--- src/rtl/irqc_pkg.sv ---
package irqc_pkg;

    localparam int SRC_COUNT  = 5;
    localparam int WORD_WIDTH = 8;

    typedef enum int {
        SRC_TIMER_A  = 0,
        SRC_TIMER_B  = 1,
        SRC_ALARM    = 2,
        SRC_SERIAL   = 3,
        SRC_FLAG_PIN = 4
    } src_id_t;

    typedef struct packed {
        logic wr;
        logic rd;
    } bus_cmd_t;

    function automatic bus_cmd_t decode_cmd(input logic sel, input logic wr);
        bus_cmd_t c;
        c.wr = sel & wr;
        c.rd = sel & ~wr;
        return c;
    endfunction

    function automatic logic next_mask_bit(input logic cur, input logic pick, input logic set_mode);
        if (!pick) return cur;
        return set_mode;
    endfunction

endpackage

--- src/rtl/irqc_flag_bank.sv ---
module irqc_flag_bank #(
    parameter int NUM_SRC = irqc_pkg::SRC_COUNT
) (
    input  logic               clk,
    input  logic               rst,
    input  logic               clr_req,
    input  logic [NUM_SRC-1:0] evt,
    output logic [NUM_SRC-1:0] flags
);

    logic [NUM_SRC-1:0] flags_d;

    generate
        for (genvar i = 0; i < NUM_SRC; i++) begin : g_flag
            // a coincident event wins over the clearing read
            assign flags_d[i] = evt[i] | (flags[i] & ~clr_req);
        end
    endgenerate

    always_ff @(posedge clk) begin
        if (rst) flags <= '0;
        else     flags <= flags_d;
    end

endmodule

--- src/rtl/irqc_mask_reg.sv ---
module irqc_mask_reg #(
    parameter int NUM_SRC = irqc_pkg::SRC_COUNT
) (
    input  logic               clk,
    input  logic               rst,
    input  logic               wr_en,
    input  logic               set_mode,
    input  logic [NUM_SRC-1:0] pick,
    output logic [NUM_SRC-1:0] mask
);

    logic [NUM_SRC-1:0] mask_d;

    generate
        for (genvar i = 0; i < NUM_SRC; i++) begin : g_bit
            assign mask_d[i] = irqc_pkg::next_mask_bit(mask[i], pick[i], set_mode);
        end
    endgenerate

    always_ff @(posedge clk) begin
        if (rst)        mask <= '0;
        else if (wr_en) mask <= mask_d;
    end

endmodule

--- src/rtl/irqc_req_gen.sv ---
module irqc_req_gen #(
    parameter int NUM_SRC = irqc_pkg::SRC_COUNT
) (
    input  logic [NUM_SRC-1:0] flags,
    input  logic [NUM_SRC-1:0] mask,
    output logic               req,
    output logic               req_n
);

    assign req   = |(flags & mask);
    assign req_n = ~req;

endmodule

--- src/rtl/irq_mask_ctrl.sv ---
module irq_mask_ctrl #(
    parameter int NUM_SRC = irqc_pkg::SRC_COUNT,
    parameter int DATA_W  = irqc_pkg::WORD_WIDTH
) (
    input  logic              clk,
    input  logic              rst,
    input  logic              bus_sel,
    input  logic              bus_wr,
    input  logic [DATA_W-1:0] bus_wdata,
    output logic [DATA_W-1:0] bus_rdata,
    input  logic [NUM_SRC-1:0] evt_in,
    output logic              irq_n
);
    import irqc_pkg::*;

    localparam int MODE_BIT = DATA_W - 1;
    localparam int PAD_W    = DATA_W - 1 - NUM_SRC;

    bus_cmd_t           cmd;
    logic [NUM_SRC-1:0] mask_q;
    logic [NUM_SRC-1:0] flags_q;
    logic               req;
    logic               unused_pad;

    assign cmd        = decode_cmd(bus_sel, bus_wr);
    assign unused_pad = ^bus_wdata[MODE_BIT-1:NUM_SRC];

    irqc_mask_reg #(.NUM_SRC(NUM_SRC)) u_mask (
        .clk      (clk),
        .rst      (rst),
        .wr_en    (cmd.wr),
        .set_mode (bus_wdata[MODE_BIT]),
        .pick     (bus_wdata[NUM_SRC-1:0]),
        .mask     (mask_q)
    );

    irqc_flag_bank #(.NUM_SRC(NUM_SRC)) u_flags (
        .clk      (clk),
        .rst      (rst),
        .clr_req  (cmd.rd),
        .evt      (evt_in),
        .flags    (flags_q)
    );

    irqc_req_gen #(.NUM_SRC(NUM_SRC)) u_req (
        .flags    (flags_q),
        .mask     (mask_q),
        .req      (req),
        .req_n    (irq_n)
    );

    assign bus_rdata = {req, {PAD_W{1'b0}}, flags_q};

endmodule

--- config.mk ---
export PLATFORM = sky130hd
export DESIGN_NAME = irq_mask_ctrl
export DESIGN_NICKNAME = d
export VERILOG_FILES = /design/src/rtl/irqc_pkg.sv /design/src/rtl/irqc_flag_bank.sv /design/src/rtl/irqc_mask_reg.sv /design/src/rtl/irqc_req_gen.sv /design/src/rtl/irq_mask_ctrl.sv
export SDC_FILE = /design/constraint.sdc
export NUM_CORES = 1
export LEC_CHECK = 0
export CORE_AREA = 2 2 39 41
export DETAILED_ROUTE_END_ITERATION = 7
export DIE_AREA = 0 0 41 43
export GPL_ROUTABILITY_DRIVEN = 0
export GPL_TIMING_DRIVEN = 0
export PLACE_DENSITY = 0.66
export SETUP_SLACK_MARGIN = 0.02
export SYNTH_ARGS = -nofsm -noshare
export SYNTH_HDL_FRONTEND = slang
export SYNTH_SLANG_ARGS = --single-unit
--- constraint.sdc ---
create_clock -name clk -period 1.2 [get_ports clk]
set_input_delay 0.36 -clock clk [delete_from_list [all_inputs] [get_ports clk]]
set_output_delay 0.36 -clock clk [all_outputs]
set_load 0.005 [all_outputs]
==> reports/qor.yml <==
run_status:
  outcome: "complete, but fails checks"
  violations_in_the_final_reports: "setup timing"
place:
  place_area_sq_um: 634
  io_buffers: 20
  dpl.hpwl_um: 749
route:
  route.detailed.vias_per_inst: 4.37
  route.detailed.wl_per_inst_um: 11.3
  vias: 415
  ant_nets: 0
  route.met2.wl_um: 533
  detail_route.drc_violations: 0
  m1WireLength_um: 444
  initialDrtViolationCount: 1
  detail_route.wirelength_um: 1080
  detail_route.first_pass.iterations: 2
  dr.max_layer_used: "met3"
  dr_wl_met3_um: 97
setup_path:
  worstPathCellList: "a22oi_2, and4_1, buf_4, buf_6"
  critical_path_arrival_ps: 1180
  timing.critical_path.slowest_stage_cell: "sky130_fd_sc_hd__dfxtp_2"
  kind_of_critical_path: "flip-flop to output pin"
  end_kind: "output pin"
  timing.critical_path.fanout_max: 2
  worst_ep_required_time_ps: 840
  worstSetupStartpointType: "flip-flop"
  critical_path.max_stage_delay_ps: 330
global_routing:
  total_congestion_overflow_after_global_routing: 0
  global_route.usage.total_pct: 13.8
  wire_length_of_the_first_global_routing_pass_um: 1610
  antenna_found_initial: 0
  grt_max_degree: 11
  first_global_vias: 411
power_and_ir_drop:
  power.static_leakage_nw: 0.370
  comb_power_share_pct: 20.2
  p_int_mw: 0.651
  net-switching-power_mw: 0.195
  power_switching_share_pct: 23.0
  pwr-share-clk_pct: 36.8
  worst_ir_drop_vdd_v: 0.000760
  part_of_the_power_in_registers_pct: 43.0
  power.density_mw_per_mm2: 1110
clock_tree:
  cts.clk_slew.worst_paths_ps: 70
  clock_latency_ps: 270
  cts_num_sinks: 10
  cts_tree: "done"
  cts_buffers: 3
  cts-root-to-sink-buffers: 2
  cts.htree.levels: 1
  cts.root.buffer_cell: "sky130_fd_sc_hd__clkbuf_4"
synth:
  syn_avg_cell_area_sq_um: 8.63
  synth_adder_area_share_pct: 0
  synth.yosys.warnings: 0
  yosysSeqAreaShare_pct: 49.4
  post_synth_mux_area_share_pct: 12.3
  synth_xor_area_share_pct: 0
  synth-simple-area-share_pct: 21.9
  synthDistinctLibCells: 13
  ys_seq_elements: 10
  mappedNetlistArea_sq_um: 405
  synth_compound_gate_area_share_pct: 8.02
  synth_top_family_by_area: "simple AND/OR/NAND/NOR gates"
  cells_after_synthesis: 47
finish:
  nets: 97
  mostFrequentLayoutCell: "sky130_fd_sc_hd__buf_6"
  mostFrequentLayoutCells: "sky130_fd_sc_hd__buf_6 (12), sky130_fd_sc_hd__clkdlybuf4s50_1 (11), sky130_fd_sc_hd__nor2_1 (10)"
  layout-drive-gt1-share_pct: 36.7
  finish.instance_area_sq_um: 764
  num_antenna_cells: 0
  fill_cells: 136
  synthToLayoutAreaGrowth_pct: 88.6
floorplanning:
  die_area_sq_mm: 0.00176
  die_width_um: 41
  initial_utilization_pct: 29.3
  fp-row-count: 14
  core_footprint_sq_mm: 0.00138
  number_of_placed_i_o_pins: 26
  die_y_um: 43
timing:
  finClkSkew_ps: 0
  fin_crit_sh_pct: 128
  finalCriticalPeriod_ps: 1540
  fin_ws_ps: -342
  finalSetupViolCount: 3
  grt_setup_unrepaired: "yes"
  pins_over_their_slew_limit: 0
  holdWs_ps: 468
  achievable-frequency_mhz: 649
  totalNegativeSetupSlack_ps: -837
  report.final.hold_viol_count: 0
worst_hold_path:
  holdCritPathClass: "input port to flip-flop"
flow_run:
  timing.max_cap.violations: 0
-- layout make-up --
class / instances / area, sq um / area share [%]
Clock buffer: 4 / 36.3 / 4.75
Tap cell: 16 / 20.0 / 2.62
Multi-Input combinational cell: 33 / 191 / 25.0
Buffer: 3 / 18.8 / 2.45
Sequential cell: 10 / 208 / 27.2
Inverter: 1 / 3.75 / 0.491
Timing Repair Buffer: 28 / 287 / 37.5
-- flip-flops by register name, indices dropped and copies added, names as in the netlist --
signal and flops:
u_flags.flags 5, u_mask.mask 5
-- timing repair --
item / CTS / global route
resized for setup: 48 / 3
gates cloned: 0 / 0
hold buffers: 0 / 0
hold endpoints to repair: 0 / 0
buffers inserted: 8 / 1
pin swaps: 2 / 2
endpoints found under the setup margin: 12 / 12
-- power by group through the flow --
stage,logic [mW],registers [mW],clock network [mW]
after detailed placement,0.133,0.369,0
final,0.171,0.364,0.312
after global placement,0.132,0.369,0
after floorplan,0.0457,0.369,0
after CTS,0.172,0.363,0.324
after global routing,0.185,0.367,0.344
-- final timing paths --
check | start | end | slack (ps) | cells after the start
max | u_mask.mask[3] | irq_n | -340 | 4
min | rst | u_mask.mask[0] | 470 | 2
max reg2reg | u_flags.flags[3] | u_flags.flags[3] | 260 | 5
min reg2reg | u_flags.flags[1] | u_flags.flags[1] | 500 | 2
-- critical path: cells and delay by family, from the launching register on --
kind / cells / cell delay, ps
AO/OA/AOI/OAI: 1 / 180
buffers and inverters: 2 / 190
flip-flops: 1 / 330
AND/OR/NAND/NOR: 1 / 210
-- per-layer routing --
metal / track usage [%] / vias up
met5: 0 / -
met4: 4.00 / 0
met3: 6.81 / 0
met2: 23.4 / 16
met1: 14.0 / 184
li1: - / 215
-- metrics by stage --
step	total power [mW]	instances	setup WS, ps	utilization (%)
detailed placement	0.502	84	-452	45.8
finish	0.846	95	-342	55.2
floorplan	0.414	48	16.2	-
CTS	0.859	95	-352	55.0
global route	0.896	95	-396	55.2
global placement	0.500	84	-450	45.8
-- Yosys cell counts, drive strengths merged --
cell type	count	area share (%)
a22oi	1	1.9
nand3	5	6.2
conb	1	0.93
nand2	3	2.8
nand2b	1	1.5
dfxtp	10	49
mux2i	5	12
buf	4	6.5
inv	1	0.93
and4	1	2.2
nor2	10	9.3
a21oi	5	6.2
-- kinds of logic (layout without fill, tap and decap cells) --
logic type	Yosys count	count (layout)
other	1	2
DFF	10	10
AOI/OAI and AO/OA	6	6
muxes	5	5
buffers and inverters	5	36
and+or+nand+nor	20	20
No activity file was read; power rests on OpenSTA's default activity.
